[config.mk]
export PLATFORM = sky130hd
export DESIGN_NAME = usb_irq_hub
export DESIGN_NICKNAME = d
export VERILOG_FILES = /design/src/rtl/usb_irq_pkg.sv /design/src/rtl/irq_event_pack.sv /design/src/rtl/irq_bitreg.sv /design/src/rtl/irq_eoi_gate.sv /design/src/rtl/usb_irq_hub.sv
export SDC_FILE = /design/constraint.sdc
export NUM_CORES = 1
export LEC_CHECK = 0
export BUFFER_PORTS_ARGS = -buffer_cell sky130_fd_sc_hd__buf_2
export CAP_MARGIN = 5
export CORE_ASPECT_RATIO = 0.7
export CORE_MARGIN = 1
export CORE_UTILIZATION = 29
export CTS_CLUSTER_SIZE = 10
export DETAILED_ROUTE_END_ITERATION = 7
export GPL_TIMING_DRIVEN = 0
export PLACE_DENSITY = 0.57
export SLEW_MARGIN = 20
export SYNTH_ARGS = -nofsm -noshare
export SYNTH_HDL_FRONTEND = slang
export SYNTH_SLANG_ARGS = --single-unit
[constraint.sdc]
create_clock -name clk -period 1.7 [get_ports clk]
set_clock_uncertainty 0.15 [all_clocks]
set_input_delay 0.425 -clock clk [delete_from_list [all_inputs] [get_ports clk]]
set_output_delay 0.425 -clock clk [all_outputs]
set_load 0.01 [all_outputs]
[src/rtl/usb_irq_pkg.sv]
package usb_irq_pkg;
  localparam int ADDR_W = 4;

  typedef enum logic [ADDR_W-1:0] {
    A_CTRL     = 4'd1,
    A_SRC      = 4'd8,
    A_SRC_SET  = 4'd9,
    A_SRC_CLR  = 4'd10,
    A_MASK     = 4'd11,
    A_MASK_SET = 4'd12,
    A_MASK_CLR = 4'd13,
    A_MASKED   = 4'd14,
    A_EOI      = 4'd15
  } reg_word_e;

  function automatic logic [31:0] field_bits(input int lsb, input int n);
    logic [31:0] v;
    v = '0;
    for (int i = 0; i < n; i++) v[lsb+i] = 1'b1;
    return v;
  endfunction
endpackage

[src/rtl/irq_event_pack.sv]
module irq_event_pack #(
  parameter int DW       = 32,
  parameter int TX_N     = 5,
  parameter int TX_LSB   = 0,
  parameter int RX_N     = 4,
  parameter int RX_LSB   = 9,
  parameter int CORE_N   = 8,
  parameter int CORE_LSB = 16
) (
  input  logic [TX_N-1:0]   tx_ev,
  input  logic [RX_N-1:0]   rx_ev,
  input  logic [CORE_N-1:0] core_ev,
  input  logic              vbus_ev,
  output logic [DW-1:0]     ev_vec
);
  localparam int VBUS_BIT = CORE_LSB + CORE_N;

  always_comb begin
    ev_vec = '0;
    ev_vec[TX_LSB +: TX_N]     = tx_ev;
    ev_vec[RX_LSB +: RX_N]     = rx_ev;
    ev_vec[CORE_LSB +: CORE_N] = core_ev;
    ev_vec[VBUS_BIT]           = vbus_ev;
  end
endmodule

[src/rtl/irq_bitreg.sv]
module irq_bitreg #(
  parameter int          DW    = 32,
  parameter logic [31:0] VALID = 32'hFFFF_FFFF
) (
  input  logic          clk,
  input  logic          rst,
  input  logic          clr_all,
  input  logic [DW-1:0] set_v,
  input  logic [DW-1:0] clr_v,
  output logic [DW-1:0] q
);
  // one flop per existing bit; absent positions are tied to zero
  for (genvar i = 0; i < DW; i++) begin : g_bit
    if (VALID[i]) begin : g_ff
      always_ff @(posedge clk) begin
        if (rst || clr_all) q[i] <= 1'b0;
        else                q[i] <= (q[i] & ~clr_v[i]) | set_v[i];
      end
    end else begin : g_tie
      assign q[i] = 1'b0;
    end
  end
endmodule

[src/rtl/irq_eoi_gate.sv]
module irq_eoi_gate (
  input  logic clk,
  input  logic rst,
  input  logic soft_clr,
  input  logic eoi_wr,
  input  logic pending,
  output logic irq
);
  logic armed;
  logic fire;

  assign fire = armed && pending;

  always_ff @(posedge clk) begin
    if (rst || soft_clr) begin
      armed <= 1'b1;
      irq   <= 1'b0;
    end else begin
      irq <= fire;
      if (eoi_wr)    armed <= 1'b1;
      else if (fire) armed <= 1'b0;
    end
  end
endmodule

[src/rtl/usb_irq_hub.sv]
module usb_irq_hub
  import usb_irq_pkg::*;
#(
  parameter int DW       = 32,
  parameter int TX_N     = 5,
  parameter int TX_LSB   = 0,
  parameter int RX_N     = 4,
  parameter int RX_LSB   = 9,
  parameter int CORE_N   = 8,
  parameter int CORE_LSB = 16
) (
  input  logic              clk,
  input  logic              rst,
  input  logic              wr_en,
  input  logic              rd_en,
  input  logic [ADDR_W-1:0] addr,
  input  logic [DW-1:0]     wdata,
  output logic [DW-1:0]     rdata,
  input  logic [TX_N-1:0]   tx_ev,
  input  logic [RX_N-1:0]   rx_ev,
  input  logic [CORE_N-1:0] core_ev,
  input  logic              vbus_ev,
  output logic              irq
);
  localparam logic [31:0] VALID = field_bits(TX_LSB, TX_N)
                                | field_bits(RX_LSB, RX_N)
                                | field_bits(CORE_LSB, CORE_N + 1);

  logic [DW-1:0] ev_vec;
  logic [DW-1:0] src_q, mask_q, masked;
  logic [DW-1:0] src_set, src_clr, msk_set, msk_clr;
  logic          soft_wr, eoi_wr;

  irq_event_pack #(
    .DW(DW), .TX_N(TX_N), .TX_LSB(TX_LSB), .RX_N(RX_N), .RX_LSB(RX_LSB),
    .CORE_N(CORE_N), .CORE_LSB(CORE_LSB)
  ) u_pack (
    .tx_ev(tx_ev), .rx_ev(rx_ev), .core_ev(core_ev), .vbus_ev(vbus_ev),
    .ev_vec(ev_vec)
  );

  always_comb begin
    soft_wr = wr_en && (addr == A_CTRL) && wdata[0];
    eoi_wr  = wr_en && (addr == A_EOI);
    src_set = ev_vec | ((wr_en && addr == A_SRC_SET) ? wdata : '0);
    src_clr = (wr_en && addr == A_SRC_CLR) ? wdata : '0;
    msk_set = (wr_en && addr == A_MASK_SET) ? wdata : '0;
    msk_clr = (wr_en && addr == A_MASK_CLR) ? wdata : '0;
    masked  = src_q & mask_q;
  end

  irq_bitreg #(.DW(DW), .VALID(VALID)) u_src (
    .clk(clk), .rst(rst), .clr_all(soft_wr),
    .set_v(src_set), .clr_v(src_clr), .q(src_q)
  );

  irq_bitreg #(.DW(DW), .VALID(VALID)) u_mask (
    .clk(clk), .rst(rst), .clr_all(soft_wr),
    .set_v(msk_set), .clr_v(msk_clr), .q(mask_q)
  );

  irq_eoi_gate u_gate (
    .clk(clk), .rst(rst), .soft_clr(soft_wr), .eoi_wr(eoi_wr),
    .pending(|masked), .irq(irq)
  );

  always_ff @(posedge clk) begin
    if (rst || !rd_en) begin
      rdata <= '0;
    end else begin
      case (addr)
        A_SRC:    rdata <= src_q;
        A_MASK:   rdata <= mask_q;
        A_MASKED: rdata <= masked;
        default:  rdata <= '0;
      endcase
    end
  end
endmodule

Word level (Yosys, flattened, before mapping):

Cells that the tools add are included.

* mux-type cells: 5
* reductions and logical operators: 13
* bitwise gates (word level): 110
* equal/unequal tests: 9

Operators by type and width (count)
* $mux W25: 4
* $pmux W25 S3: 1
* $and A1 B1 Y1: 36
* $not A1 Y1: 36
* $or A1 B1 Y1: 36
* $eq A4 B4 Y1 const B: 8
* $reduce_or A32 Y1: 1
* $and A25 B25 Y25: 1
* $or A25 B25 Y25: 1
* $logic_and A1 B1 Y1: 8
* $eq A4 B1 Y1 const B: 1
* $logic_or A1 B1 Y1: 2
* $reduce_or A2 Y1: 1
* $logic_not A1 Y1: 1

* register bits after elaboration: 70
* output and inout bits: 33
* logic and storage cells: 176

Logic depth before layout (Yosys ltp):

* depth after elaboration: 6
* depth in mapped cells: 6
* gate-level depth less buffers: 4

Cells and area by module:

A second synthesis with hierarchy kept.

* cells, all modules: 512
* area, all modules: 4441.8 sq um

By module, submodules not included
* usb_irq_hub: cells an instance 292, area each 2486.1 sq um, instances 1, sequential area each 640.6 sq um
* irq_bitreg: cells an instance 90, area each 822.0 sq um, instances 2, sequential area each 360.3 sq um
* irq_event_pack: cells an instance 33, area each 244.0 sq um, instances 1, sequential area each 0.0 sq um
* irq_eoi_gate: cells an instance 7, area each 67.6 sq um, instances 1, sequential area each 40.0 sq um

Least setup slack after synthesis:

OpenSTA, ideal clock, no wires.

* path type: input port to flip-flop
* start: in addr[0]
* end: reg rdata[11]
* library setup time: 0.117 ns
* arrival time: 1.386 ns
* slack: 0.048 ns
* stages: 5
* path through: and4b_1 buf_2 o311ai_4 buf_6 nor2_1

* word-level cells in the longest chain between the ends: 2

RTL lines
* from (decl): line usb_irq_hub.sv:16 `input logic [ADDR_W-1:0] addr,`
* $eq A4 B4 Y1: line usb_irq_hub.sv:71 `case (addr)`
* $pmux W25 S3 (*): line usb_irq_hub.sv:71
* to (signal assigned): line usb_irq_hub.sv:72 `A_SRC: rdata <= src_q;`
* to (signal assigned): line usb_irq_hub.sv:73 `A_MASK: rdata <= mask_q;`
* to (signal assigned): line usb_irq_hub.sv:74 `A_MASKED: rdata <= masked;`
* to (decl): line usb_irq_hub.sv:18 `output logic [DW-1:0] rdata,`

Every way passes the cells marked *; elsewhere a longest branch is shown, timed or not.
A chain may end at the register's enable or synchronous reset.

Worst setup path in the final report:

* start: in addr[0]
* end: reg rdata[12]

The elaborated chain is that of the path after synthesis.

==> results.md <==
* FF-to-FF path depth at 4
* GRT overflow at 0
* Clk sink count at 56
* Worst r2r src: u_src.q[18]
* Final hold violations at 0
* Most common cell after layout, fill and taps aside: buf_2
* Total wire length at 7.28 mm
* Sequential share of power at 49.2%
* Headroom to the max-slew limit at 62.4%
* DR DRC count at 0
* Vias in the first global route at 2,206
* CP required at 1.73 ns
* CP endpoint kind: flip-flop
* CTS tree: yes
* Post-DRT Antenna Nets at 0
* Most used cell, CP: buf_6
* CTS H-Tree Depth at 2
* CP Cell Sequence: buf_2 -> and4b_1 -> buf_6 -> o311ai_4 -> buf_12 -> buf_6 -> nor2_1
* I/O pin cnt at 91
* CP max stage delay at 0.31 ns
* Sw Pwr at 0.645 mW
* Starting density of the core at 30.8%
* Root Buffer: clkbuf_16
* Fin Setup TNS at 0 ns
* Yosys warnings at 0
* R2r endpoint: u_gate.irq
* Mapped Cells at 297
* Max Fanout on Critical Path at 10
* LEAKAGE at 1.55 nW
* Clock power frac at 40.7%
* Yosys reg bits at 56
* Fin. max-slew vios at 0
* Internal Dissipation at 2.17 mW
* Setup slack, reg-to-reg at 0.15 ns
* # Max-Cap Violations at 0
* DIE AREA at 9000 µm²
* Synthesized area per cell at 8.41 µm²
* Hold Crit Depth at 3
* Routability Congestion at 0.786
* Port Buffer Count at 62
* Most frequent cells in the layout: buf_2 (68), dfxtp_1 (56), a21oi_1 (55)
* Clock-pin slew on the worst setup and hold paths at 0.07 ns
* Power, Total at 2.82 mW
* Routed vias at 2,426
* Worst-margin pin slew at 0.564 ns
* Gate power share at 10.1%
* Wire length per cell at 15.0 µm
* Status: complete, no violations
* Die X-Extent at 113 µm
* Iter 0 DRT Violations at 166
* Period Utilization, post-route at 96.5%
* Mapped Area at 2500 µm²
* Die H at 79.7 µm
* Fin crit period at 1.64 ns
* Clk_lat worst skew at 0.30 ns
* CTS hold repair buffers at 0
* Final #Nets at 442
* CP endpoint: rdata[12]
* Family with the most delay on the worst path: buffers and inverters
* Row count at 27
* Final hold slack at 0.217 ns
* HPWL Detailed at 5.12 mm
* Share of cells above drive strength 1 at 28.6%
* Pin count of the biggest net entering global routing at 17
* Power density over the cells at 875 nW/µm²
* TritonCTS buffer count at 5
* Sw Ratio at 22.9%
* Layout area overhead at 29.0%
* Antenna Cells at 0
* Critical path depth at 7
* Peak VDD IR at 0.485 mV
* 1st-pass router iterations at 5
* Critical Path Start Type: input port
* First-pass GRT wire length at 11.5 mm
* Setup Viol. Count Final at 0
* All-layer global routing usage at 17.0%
* CP arrival at 1.67 ns
* Slowest-stage cell, CP: o311ai_4
* Worst min-delay path class: input port to flip-flop
* Count of different cell masters after synthesis at 26
* Vias/cell at 4.99
* CP Launch Point: addr[0]
* Type of the worst setup path: input port to flip-flop
* Clock Tree Buf Depth at 2
* Core Region at 8110 µm²
* F_max at 0.610 GHz
* RSZ-0062 raised after global routing: yes
* Worst path bufs/invs at 4
* Initial antenna violation count at 0
* Seq/Total Area, Yosys at 44.9%
-- logic make-up after synthesis --
group | share of synthesized area (%)
AO/OA/AOI/OAI | 33.1
buffers and inverters | 10.5
flip-flops | 44.9
other | 0.150
AND/OR/NAND/NOR | 11.3
-- layout make-up --
cell class / count / area (µm²)
flip-flops and latches: 56 / 1120
fillers: 856 / 4880
clock inverters: 2 / 35.0
repair buffers: 67 / 360
clock buffers: 6 / 129
well taps: 101 / 126
multi-input cells: 206 / 1180
plain buffers: 29 / 204
inverters: 19 / 71.3
-- timing repair --
action / CTS / global route
endpoints found under the setup margin: 37 / 23
endpoints found under the hold margin: 0 / 0
resized for setup: 3 / 7
setup buffers: 5 / 0
cloned: 0 / 0
pin swaps: 2 / 0
-- per-layer routing --
metal / global-route usage (%) / vias up / routed length (µm)
li1: - / 1198 / -
met1: 23.9 / 1126 / 3450
met2: 25.4 / 95 / 3150
met3: 4.71 / 7 / 603
met4: 4.34 / 0 / 82
met5: 0 / - / 0
-- through the flow --
step	util [%]	worst slack, ns	cell area, µm²	instances
floorplan	-	0.0477	2550	310
global placement	36.8	-0.472	2980	473
detailed placement	36.8	-0.481	2980	473
CTS	39.5	0.0127	3200	486
global route	39.8	-0.0137	3220	486
finish	39.8	0.0600	3220	486
-- state kept, by name (all words and copies together), names as in the netlist --
signal        flops
u_src.q          18
u_gate.armed      1
u_mask.q         18
rdata            18
u_gate.irq        1
-- how the worst min path moves through the flow --
| stage | end | startpoint | slack [ns] |
|---|---|---|---|
| after floorplan | u_gate.armed | u_gate.armed | 0.28 |
| after global placement | u_gate.armed | u_gate.armed | 0.29 |
| after detailed placement | u_gate.armed | u_gate.armed | 0.30 |
| after CTS | u_src.q[9] | rx_ev[0] | 0.22 |
| after global routing | u_src.q[4] | tx_ev[4] | 0.23 |
| final | u_src.q[3] | tx_ev[3] | 0.22 |
-- tightest hold or removal path, stage by stage --
cell and delay, ns:
buf_2 0.07, a21oi_1 0.03, a21oi_1 0.10
-- power groups by stage --
stage	Clock, mW	Combinational [mW]	Sequential [mW]
global route	1.24	0.317	1.39
CTS	1.18	0.279	1.39
detailed placement	0	0.271	1.42
global placement	0	0.268	1.41
finish	1.15	0.285	1.39
floorplan	0	0.158	1.41
-- Yosys cell counts, drive strengths merged --
master / n / share of area [%]
inv: 19 / 2.9
buf: 26 / 7.2
and3: 2 / 0.50
a21oi: 55 / 11
nor2: 18 / 2.8
o311ai: 1 / 1.1
a21o: 17 / 5.1
a22oi: 26 / 7.8
nand2: 24 / 3.6
and4b: 3 / 1.2
o21ai: 37 / 7.4
a41o: 1 / 0.40
clkbuf: 3 / 0.45
dfxtp: 56 / 45
a211o: 1 / 0.35
nor3b: 2 / 1.1
nor4: 1 / 0.25
nor2b: 1 / 0.25
nor4b: 1 / 0.95
and4bb: 1 / 0.50
conb: 1 / 0.15
nand3: 1 / 0.20
Power figures use the tool's default switching activity.
